$ cat config.mk
export PLATFORM = sky130hd
export DESIGN_NAME = irq_aggregator
export DESIGN_NICKNAME = d
export VERILOG_FILES = /design/src/rtl/irqagg_pkg.sv /design/src/rtl/irqagg_ctrl.sv /design/src/rtl/irqagg_datapath.sv /design/src/rtl/irq_aggregator.sv
export SDC_FILE = /design/constraint.sdc
export NUM_CORES = 1
export LEC_CHECK = 0
export BUFFER_PORTS_ARGS = -buffer_cell sky130_fd_sc_hd__clkbuf_2
export CAP_MARGIN = 0
export CORE_MARGIN = 1.5
export CORE_UTILIZATION = 25
export DETAILED_ROUTE_END_ITERATION = 6
export GPL_TIMING_DRIVEN = 0
export PLACE_DENSITY = 0.48
export SETUP_SLACK_MARGIN = 0.15
export SYNTH_ARGS = -nofsm -noshare
export SYNTH_HDL_FRONTEND = slang
export SYNTH_SLANG_ARGS = --single-unit
$ cat constraint.sdc
create_clock -name clk -period 1.6 [get_ports clk]
set_clock_uncertainty 0.2 [all_clocks]
set_input_delay 0.16 -clock clk [delete_from_list [all_inputs] [get_ports clk]]
set_output_delay 0.16 -clock clk [all_outputs]
set_load 0.05 [all_outputs]
$ cat src/rtl/irqagg_pkg.sv
package irqagg_pkg;

  typedef enum logic [1:0] {
    RD_NONE   = 2'd0,
    RD_STATUS = 2'd1,
    RD_MASK   = 2'd2
  } rdSel_e;

  // Strobes passed from address decode to the datapath
  typedef struct packed {
    logic   clrPend;
    logic   setMask;
    logic   clrMask;
    logic   rdStrobe;
    rdSel_e rdSel;
  } strobes_t;

endpackage

$ cat src/rtl/irqagg_ctrl.sv
module irqagg_ctrl
  import irqagg_pkg::*;
#(
  parameter int ADDR_W     = 8,
  parameter bit LATCH_EDGE = 1'b1
) (
  input  logic [ADDR_W-1:0] addr,
  input  logic              wrEn,
  input  logic              rdEn,
  output strobes_t          strb
);

  localparam logic [ADDR_W-1:0] OFS_STATUS = ADDR_W'(0);
  localparam logic [ADDR_W-1:0] OFS_ACK    = ADDR_W'(8);
  localparam logic [ADDR_W-1:0] OFS_MVIEW  = LATCH_EDGE ? ADDR_W'(12) : ADDR_W'(4);
  localparam logic [ADDR_W-1:0] OFS_MSET   = LATCH_EDGE ? ADDR_W'(16) : ADDR_W'(8);
  localparam logic [ADDR_W-1:0] OFS_MCLR   = LATCH_EDGE ? ADDR_W'(20) : ADDR_W'(12);

  always_comb begin
    strb = '0;
    if (wrEn) begin
      if (LATCH_EDGE && addr == OFS_ACK) strb.clrPend = 1'b1;
      if (addr == OFS_MSET)              strb.setMask = 1'b1;
      if (addr == OFS_MCLR)              strb.clrMask = 1'b1;
    end
    strb.rdStrobe = rdEn;
    if (addr == OFS_STATUS)     strb.rdSel = RD_STATUS;
    else if (addr == OFS_MVIEW) strb.rdSel = RD_MASK;
    else                        strb.rdSel = RD_NONE;
  end

endmodule

$ cat src/rtl/irqagg_datapath.sv
module irqagg_datapath
  import irqagg_pkg::*;
#(
  parameter int NUM_SRC     = 32,
  parameter int SYNC_STAGES = 2,
  parameter bit LATCH_EDGE  = 1'b1
) (
  input  logic               clk,
  input  logic               rstN,
  input  logic [NUM_SRC-1:0] irqIn,
  input  logic [NUM_SRC-1:0] wrData,
  input  strobes_t           strb,
  output logic [NUM_SRC-1:0] rdData,
  output logic               irqOut,
  output logic [NUM_SRC-1:0] statusVec,
  output logic [NUM_SRC-1:0] maskVec
);

  logic [SYNC_STAGES-1:0][NUM_SRC-1:0] syncQ;
  logic [NUM_SRC-1:0] syncLvl;
  logic [NUM_SRC-1:0] maskQ;

  always_ff @(posedge clk or negedge rstN) begin
    if (!rstN) begin
      syncQ <= '0;
    end else begin
      syncQ[0] <= irqIn;
      for (int i = 1; i < SYNC_STAGES; i++) syncQ[i] <= syncQ[i-1];
    end
  end
  assign syncLvl = syncQ[SYNC_STAGES-1];

  generate
    if (LATCH_EDGE) begin : g_latched
      logic [NUM_SRC-1:0] prevQ;
      logic [NUM_SRC-1:0] pendQ;
      logic [NUM_SRC-1:0] riseVec;
      logic [NUM_SRC-1:0] ackVec;

      assign riseVec = syncLvl & ~prevQ;
      assign ackVec  = strb.clrPend ? wrData : '0;

      always_ff @(posedge clk or negedge rstN) begin
        if (!rstN) begin
          prevQ <= '0;
          pendQ <= '0;
        end else begin
          prevQ <= syncLvl;
          pendQ <= (pendQ & ~ackVec) | riseVec;
        end
      end
      assign statusVec = pendQ;
    end else begin : g_level
      logic unusedAck;
      assign unusedAck = strb.clrPend;
      assign statusVec = syncLvl;
    end
  endgenerate

  always_ff @(posedge clk or negedge rstN) begin
    if (!rstN) begin
      maskQ <= '1;
    end else if (strb.setMask) begin
      maskQ <= maskQ | wrData;
    end else if (strb.clrMask) begin
      maskQ <= maskQ & ~wrData;
    end
  end
  assign maskVec = maskQ;

  assign irqOut = |(statusVec & ~maskQ);

  always_ff @(posedge clk or negedge rstN) begin
    if (!rstN) begin
      rdData <= '0;
    end else if (strb.rdStrobe) begin
      case (strb.rdSel)
        RD_STATUS: rdData <= statusVec;
        RD_MASK:   rdData <= maskQ;
        default:   rdData <= '0;
      endcase
    end else begin
      rdData <= '0;
    end
  end

endmodule

$ cat src/rtl/irq_aggregator.sv
module irq_aggregator
  import irqagg_pkg::*;
#(
  parameter int NUM_SRC     = 32,
  parameter int ADDR_W      = 8,
  parameter int SYNC_STAGES = 2,
  parameter bit LATCH_EDGE  = 1'b1
) (
  input  logic               clk,
  input  logic               rstN,
  input  logic [NUM_SRC-1:0] irqIn,
  input  logic [ADDR_W-1:0]  addr,
  input  logic               wrEn,
  input  logic [NUM_SRC-1:0] wrData,
  input  logic               rdEn,
  output logic [NUM_SRC-1:0] rdData,
  output logic               irqOut
);

  strobes_t           strb;
  logic [NUM_SRC-1:0] statusVec;
  logic [NUM_SRC-1:0] maskVec;

  irqagg_ctrl #(
    .ADDR_W    (ADDR_W),
    .LATCH_EDGE(LATCH_EDGE)
  ) u_ctrl (
    .addr(addr),
    .wrEn(wrEn),
    .rdEn(rdEn),
    .strb(strb)
  );

  irqagg_datapath #(
    .NUM_SRC    (NUM_SRC),
    .SYNC_STAGES(SYNC_STAGES),
    .LATCH_EDGE (LATCH_EDGE)
  ) u_dp (
    .clk      (clk),
    .rstN     (rstN),
    .irqIn    (irqIn),
    .wrData   (wrData),
    .strb     (strb),
    .rdData   (rdData),
    .irqOut   (irqOut),
    .statusVec(statusVec),
    .maskVec  (maskVec)
  );

endmodule

Word-level counts from Yosys, hierarchy flattened. Index checks and enable logic that the tools add are counted.

Register bits: 192. Output and inout port bits: 33.

Equality and inequality tests: 6. Mux-type cells: 11. Bitwise operators: 10. Reductions and logical operators: 3.

Operators with widths (count): 32-bit AND (4); 32-bit two-way mux (4); 32-bit inverter (4); 32-bit OR (2); 32-bit one-hot mux with 2 select lines (1); 32-bit OR reduction (1); 8-bit by 4-bit == test with 1-bit output (second input constant) (2); 8-bit by 5-bit == test with 1-bit output (second input constant) (2); 8-bit logical NOT (1); 2-bit two-way mux (2); 1-bit two-way mux (3); 3-bit two-way mux (1); 2-bit by 1-bit == test with 1-bit output (second input constant) (1); 2-bit == test (second input constant) (1); 2-bit nonzero test (1).

Depth between registers and ports, before layout. Gate-level depths: netlist of run 1.

Depth in word-level cells: 7. Gate-level depth with buffers: 6. Depth with buffers taken out: 4.

By module. From an unflattened synthesis of run 1, not the netlist that was laid out.

Cells, all modules: 536. Area, all modules: 6618.8 sq um.

By module, submodules not included: irqagg_datapath (instances 1, cells each 524, area an instance 6525.0 sq um, seq. area each 4844.6 sq um); irqagg_ctrl (instances 1, cells each 12, area an instance 93.8 sq um, seq. area each 0.0 sq um).

Least setup slack after synthesis of run 1. No wires, ideal clock.

Kind: register to output. Start: register with a tool-made name. End: output irqOut. Data arrival time: 1.358 ns. Slack: -0.118 ns. Stages on the path, launching flop included: 4. Path buffers: 0. Path through: dfstp_2 -> o22ai_1 -> nor4_1 -> nand4_1.

RTL lines: end: declaration (line irq_aggregator.sv:17) `output logic irqOut`.

==> impl_metrics.tcl, run 1 <==
set metrics [dict create \
    grt_overflow_total 0 \
    worstSetupEndpoint "irqOut" \
    cp.buffers_inverters 1 \
    wl_mm 17.7 \
    post-place-cells 1021 \
    slew_viol_final 0 \
    outcome "finished with violations" \
    drive_above_1_share_pct 26.6 \
    synth_top_area_share_pct 59.0 \
    yosys_most_used_dff "dfrtp_1" \
    clock_sinks 192 \
    dr.pass1.iters 5 \
    synth.distinct_cells 22 \
    arrival_ns 1.80 \
    std_cell_rows 60 \
    hold_path_class "input pin to register" \
    critPathKind "register to output pin" \
    vdd_drop_max_uv 529 \
    num-nets-final 855 \
    r2r_slack_ns 0.43 \
    die-width_um 168 \
    slew_headroom_pct 59.2 \
    track_usage_pct 12.8 \
    io_pins 109 \
    ys_seq_area_share_pct 71.4 \
    worstSetupEndpointType "output pin" \
    cts_root_buf "clkbuf_16" \
    maxCapViolCount 0 \
    setup_slack_ns -0.556 \
    stdcell_count 1134 \
    via_per_inst 4.20 \
    synth_nets 646 \
    fmax_ghz 0.464 \
    reg2reg_depth 3 \
    violations "negative setup slack" \
    ant_nets 0 \
    dr_total_vias 4761 \
    hold_viol_final 0 \
    gp_congestion 0.771 \
    worst-path-stages 4 \
    yosys_warnings 0 \
    cts_max_level 4 \
    cp_top_family "flip-flops" \
    drc_errors 0 \
    finalSetupViolCount 1 \
    tightest_slew_ns 0.612 \
    synth_area_leaders "dfrtp_1 (59%), dfstp_2 (12%), inv_1 (5.3%)" \
    max_stage_delay_ns 0.57 \
    fin_crit_sh_pct 135 \
    wl_per_cell_um 15.6 \
    antenna_found_initial 1 \
    synthArstFlopShare_pct 100 \
    yosys.area.top_type "dfrtp_1" \
    rsz0062_at_grt "true" \
    min_period_ns 2.16 \
    synth_enable_flop_cells 0 \
    p_per_area_mw_per_mm2 1070 \
    start_util_pct 25.3 \
    yosys-top-cells-count "dfrtp_1 (160), inv_1 (96), o21ai_0 (66)" \
    die_height_um 168 \
    core_mm2 0.0268 \
    critPathLaunchType "register" \
    syn_to_final_growth_pct 37.9 \
    synth_seq_cells 192 \
    clk-insertion-delay-late_ns 0.43 \
    synth.most_common_cell "dfrtp_1" \
    syn_area_mm2 0.00679 \
    cts.clk_slew.worst_paths_ns 0.07 \
    grt_max_degree 110 \
    crit_chain "o22ai_4 > nor4_2 > nand4_1 > buf_8" \
    grt_pass1_vias 4969 \
    tns_ns -0.556 \
    required_ns 1.24 \
    finalInstanceArea_mm2 0.00936 \
    dp_hpwl_mm 11.7 \
    drt_iter0_markers 225 \
    crit_slowest_cell "dfstp_2" \
    dpl_cell_area_mm2 0.00784 \
    leakagePower_nw 4.45 \
    worst-path-max-fanout 2 \
    r2r_end "u_dp.rdData[15]" \
    cts_tree "yes" \
    cts_inserted_buffers 17 \
    clock_path_buffers 2 \
    syn_avg_cell_area_um2 11.9 \
    synth_cells 570 \
    die_area_mm2 0.0282 \
    port_buffers 108 \
    grt_pass1_wl_mm 27.3 \
    total_power_mw 10.0 \
]
==> worst register-to-register path, cell delays in order, from the launching register on <==
cell and delay (ns):
dfstp_2 0.57, buf_4 0.12, a22oi_1 0.07, nor2_1 0.14
==> worst min-delay path by stage <==
stage,cells after the start,startpoint,end
after floorplan,0,rstN,u_dp.g_latched.prevQ[0]
after global placement,1,irqIn[18],u_dp.syncQ[18]
after detailed placement,1,rstN,u_dp.syncLvl[18]
after CTS,4,addr[3],u_dp.rdData[0]
after global routing,5,wrEn,u_dp.statusVec[0]
final,5,wrEn,u_dp.statusVec[0]
==> metrics by stage <==
step / worst slack [ns] / utilization [%] / hold WS (ns)
floorplan: -0.117 / - / -0.336
global placement: -3.60 / 29.0 / 0.0689
detailed placement: -0.332 / 29.3 / -0.213
CTS: -0.597 / 34.5 / 0.0317
global route: -0.640 / 34.9 / 0.0461
finish: -0.556 / 34.9 / 0.0208
==> cell families (layout without fill, tap and decap cells) <==
kind of cell    Yosys count  after routing  synth area share (%)
flops                   192            192                  71.4
compound gates          176            176                  15.6
buf+inv                 123            345                  7.81
simple gates             79             79                  5.20
other cells               0              1                     0
==> what timing repair did <==
action | CTS | global route
hold buffers | 69 | 0
pin swaps | 6 | 7
endpoints found under the setup margin | 12 | 114
setup buffers | 7 | 2
cloned | 0 | 2
gates resized for setup | 16 | 22
endpoints found under the hold margin | 195 | 0
==> final cells by class <==
type                    count  area, µm²
clock buffers              24        482
fillers                  2697      17400
multi-input cells         255       1520
clock inverters             8        106
plain buffers              27        190
well taps                 341        427
diodes                      1       2.50
flip-flops and latches    192       4840
repair buffers            190       1430
inverters                  96        360
==> cell usage in the layout, fill, tap and decap left out, types with 3 or more instances in the layout <==
cell and instances:
o21ai_1 30, o22ai_1 9, dlygate4sd3_1 69, nor4_2 3, buf_2 4, clkbuf_4 4
clkinvlp_4 5, dfrtp_1 160, o22ai_2 4, o22ai_4 3, o31ai_1 32, clkbuf_2 102
buf_8 4, o21ai_0 66, nand2_1 32, inv_1 96, clkbuf_8 5, buf_4 12
buf_6 6, a22oi_1 32, clkbuf_1 15, clkbuf_16 19, dfstp_2 32, nor2_1 34
==> power by group <==
group          switching [mW]  internal (mW)
combinational           0.320          0.287
sequential             0.0831           5.05
clock                    1.82           2.43
total                    2.22           7.77
==> routing by layer <==
metal	vias up	global-route usage [%]	part of all wire (%)
li1	2314	-	-
met1	2331	16.3	45
met2	99	21.3	49
met3	17	3.08	4.1
met4	0	4.07	1.6
met5	-	0	0
(Power assumes the default switching activity.)
==> inputs of run 2 (changes only) <==
--- a/config.mk
+++ b/config.mk
@@ -5,8 +5,9 @@
 export SDC_FILE = /design/constraint.sdc
 export NUM_CORES = 1
 export LEC_CHECK = 0
+export ABC_AREA = 1
 export BUFFER_PORTS_ARGS = -buffer_cell sky130_fd_sc_hd__clkbuf_2
-export CAP_MARGIN = 0
+export CAP_MARGIN = 5
 export CORE_MARGIN = 1.5
 export CORE_UTILIZATION = 25
 export DETAILED_ROUTE_END_ITERATION = 6
==> impl_metrics.tcl, run 2 <==
set metrics [dict create \
    hold_buffers 73 \
    cts_tree "yes" \
    die_area_mm2 0.0297 \
    setup_slack_ns -0.472 \
    fin_hold_ws_ns -0.435 \
    syn_avg_cell_area_um2 10.3 \
    syn_to_final_growth_pct 35.1 \
    combPwrFrac_pct 5.7 \
    cts_inserted_buffers 17 \
    arrival_ns 1.71 \
    synthArstFlopShare_pct 100 \
    intPower_mw 7.70 \
    drc_errors 0 \
    p_sw_mw 2.51 \
    power_frac_seq_pct 50.1 \
    p_per_area_mw_per_mm2 1060 \
    synth_area_leaders "dfrtp_1 (56%), dfstp_2 (12%), nand2_1 (9.4%)" \
    yosys_warnings 0 \
    yosys.area.top_type "dfrtp_1" \
    yosys_most_used_dff "dfrtp_1" \
    cts_root_buf "clkbuf_16" \
    yosys-top-cells-count "nand2_1 (179), dfrtp_1 (160), nand3_1 (129)" \
    worstSetupEndpointType "output pin" \
    leakagePower_nw 4.58 \
    worst-path-max-fanout 3 \
    start_util_pct 25.6 \
    track_usage_pct 13.1 \
    cp.buffers_inverters 2 \
    wl_per_cell_um 14.0 \
    clock_path_buffers 2 \
    clk-insertion-delay-late_ns 0.44 \
    port_buffers 108 \
    die-width_um 172 \
    total_power_mw 10.2 \
    synth_seq_cells 192 \
    grt_max_degree 99 \
    grt_overflow_total 0 \
    cts.clk_slew.worst_paths_ns 0.08 \
    synth_top_area_share_pct 55.9 \
    antenna_found_initial 0 \
    slew_headroom_pct 46.4 \
    rsz0062_at_grt "true" \
    syn_area_mm2 0.00716 \
    synth_cells 693 \
    violations "negative hold slack, negative setup slack" \
    finalInstanceArea_mm2 0.00967 \
    core_mm2 0.0280 \
    critPathKind "register to output pin" \
    gp_congestion 0.773 \
    num-nets-final 975 \
    io_pins 109 \
    required_ns 1.24 \
    r2r_end "u_dp.rdData[13]" \
    dpl_cell_area_mm2 0.00821 \
    via_per_inst 4.07 \
    clock_power_share_pct 44.1 \
    outcome "finished with violations" \
    slew_viol_final 0 \
    dp_slack_ns -0.184 \
    switching_share_pct 24.6 \
    min_period_ns 2.07 \
    max_stage_delay_ns 0.55 \
    std_cell_rows 61 \
    critPathLaunchType "register" \
    tightest_slew_ns 0.803 \
    finalSetupViolCount 1 \
    crit_top_cell "nand2_1" \
    layout_common_cells "nand2_1 (175), dfrtp_1 (160), nand3_1 (129)" \
    clock_sinks 192 \
    crit_slowest_cell "dfstp_2" \
    crit_chain "inv_1 > nand2_1 > nand2_1 > nor2_1 > nand2_1 > nor2_2 > nand2_2 > clkbuf_16" \
    maxCapViolCount 0 \
    final_common_cell "nand2_1" \
    wl_mm 18.1 \
    dr_total_vias 5250 \
    drt_iter0_markers 313 \
    hold_viol_final 80 \
    reg2reg_depth 3 \
    final_core_util_pct 34.5 \
    synth_enable_flop_cells 0 \
    hold_path_class "input pin to async pin" \
    drive_above_1_share_pct 26.2 \
    r2r_slack_ns 0.35 \
    cp_top_family "flip-flops" \
    grt_pass1_wl_mm 29.0 \
    ys_seq_area_share_pct 67.7 \
    vdd_drop_max_uv 731 \
    dp_hpwl_mm 11.7 \
    die_height_um 172 \
    grt_pass1_vias 5393 \
    synth.most_common_cell "nand2_1" \
    synth_nets 769 \
    dr.pass1.iters 4 \
    synth.distinct_cells 20 \
    cts_max_level 4 \
    fin_crit_sh_pct 129 \
    antenna_cells 0 \
    fmax_ghz 0.483 \
    ant_nets 0 \
]
==> run 2: cell count changes in the layout (fill, tap and decap cells not counted), moves of 29 or more <==
cell	change
o31ai_1	-32
nand3_1	+129
a22oi_1	-32
inv_1	-29
o21ai_0	-40
nand2_1	+143
==> run 2: power by group through the flow <==
stage               combinational (mW)  clock [mW]  sequential, mW
floorplan                        0.155           0            5.20
global placement                 0.436           0            5.21
detailed placement               0.452           0            5.21
CTS                              0.591        4.66            5.12
global route                     0.664        4.85            5.14
finish                           0.583        4.50            5.12
==> run 2: repair_timing <==
item / CTS / global route
endpoints found under the hold margin: 178 / 80
endpoints found under the setup margin: 4 / 13
gates cloned: 0 / 0
setup buffers: 1 / 4
resized for setup: 9 / 25
pin swaps: 4 / 10
==> run 2: layout make-up <==
cell class              count  area, µm²
plain buffers              30        219
clock buffers              18        429
clock inverters            14        188
fillers                  2908      18300
inverters                  72        273
multi-input cells         399       1870
flip-flops and latches    192       4840
well taps                 378        473
repair buffers            187       1380
==> run 2: cells by family after synthesis <==
logic type / share of synthesized area, %
compound gates: 5.16
buf+inv: 6.87
flops: 67.7
simple gates: 20.3
==> run 2: per-layer routing <==
layer | wire (µm) | track usage (%) | vias up
met4 | 301 | 4.84 | 0
met2 | 8630 | 21.3 | 107
met3 | 698 | 2.93 | 19
met1 | 8430 | 17.1 | 2504
met5 | 0 | 0 | -
li1 | - | - | 2620
==> run 2: worst reg2reg max path, cell delays in order, from the launching register on <==
cell and delay [ns]:
dfstp_2 0.56, buf_4 0.10, nand3_1 0.07, a21oi_1 0.23
==> run 2: worst max path at each step <==
stage          startpoint        endpoint  slack [ns]  depth (start not counted)
2_1_floorplan    register          irqOut        0.16                          7
4_1_cts          register          irqOut       -0.56                          8
3_5_place_dp     register          irqOut       -0.18                          8
6_report         register          irqOut       -0.47                          8
3_3_place_gp         rstN  u_dp.syncQ[18]       -3.72                          1
5_1_grt          register          irqOut       -0.59                          8
==> run 2: stage by stage <==
stage | setup TNS [ns] | cells
final | -0.472 | 1290
after global routing | -0.591 | 1290
after CTS | -0.563 | 1286
after detailed placement | -0.206 | 1180
after global placement | -664.96 | 1179
after floorplan | 0 | 693
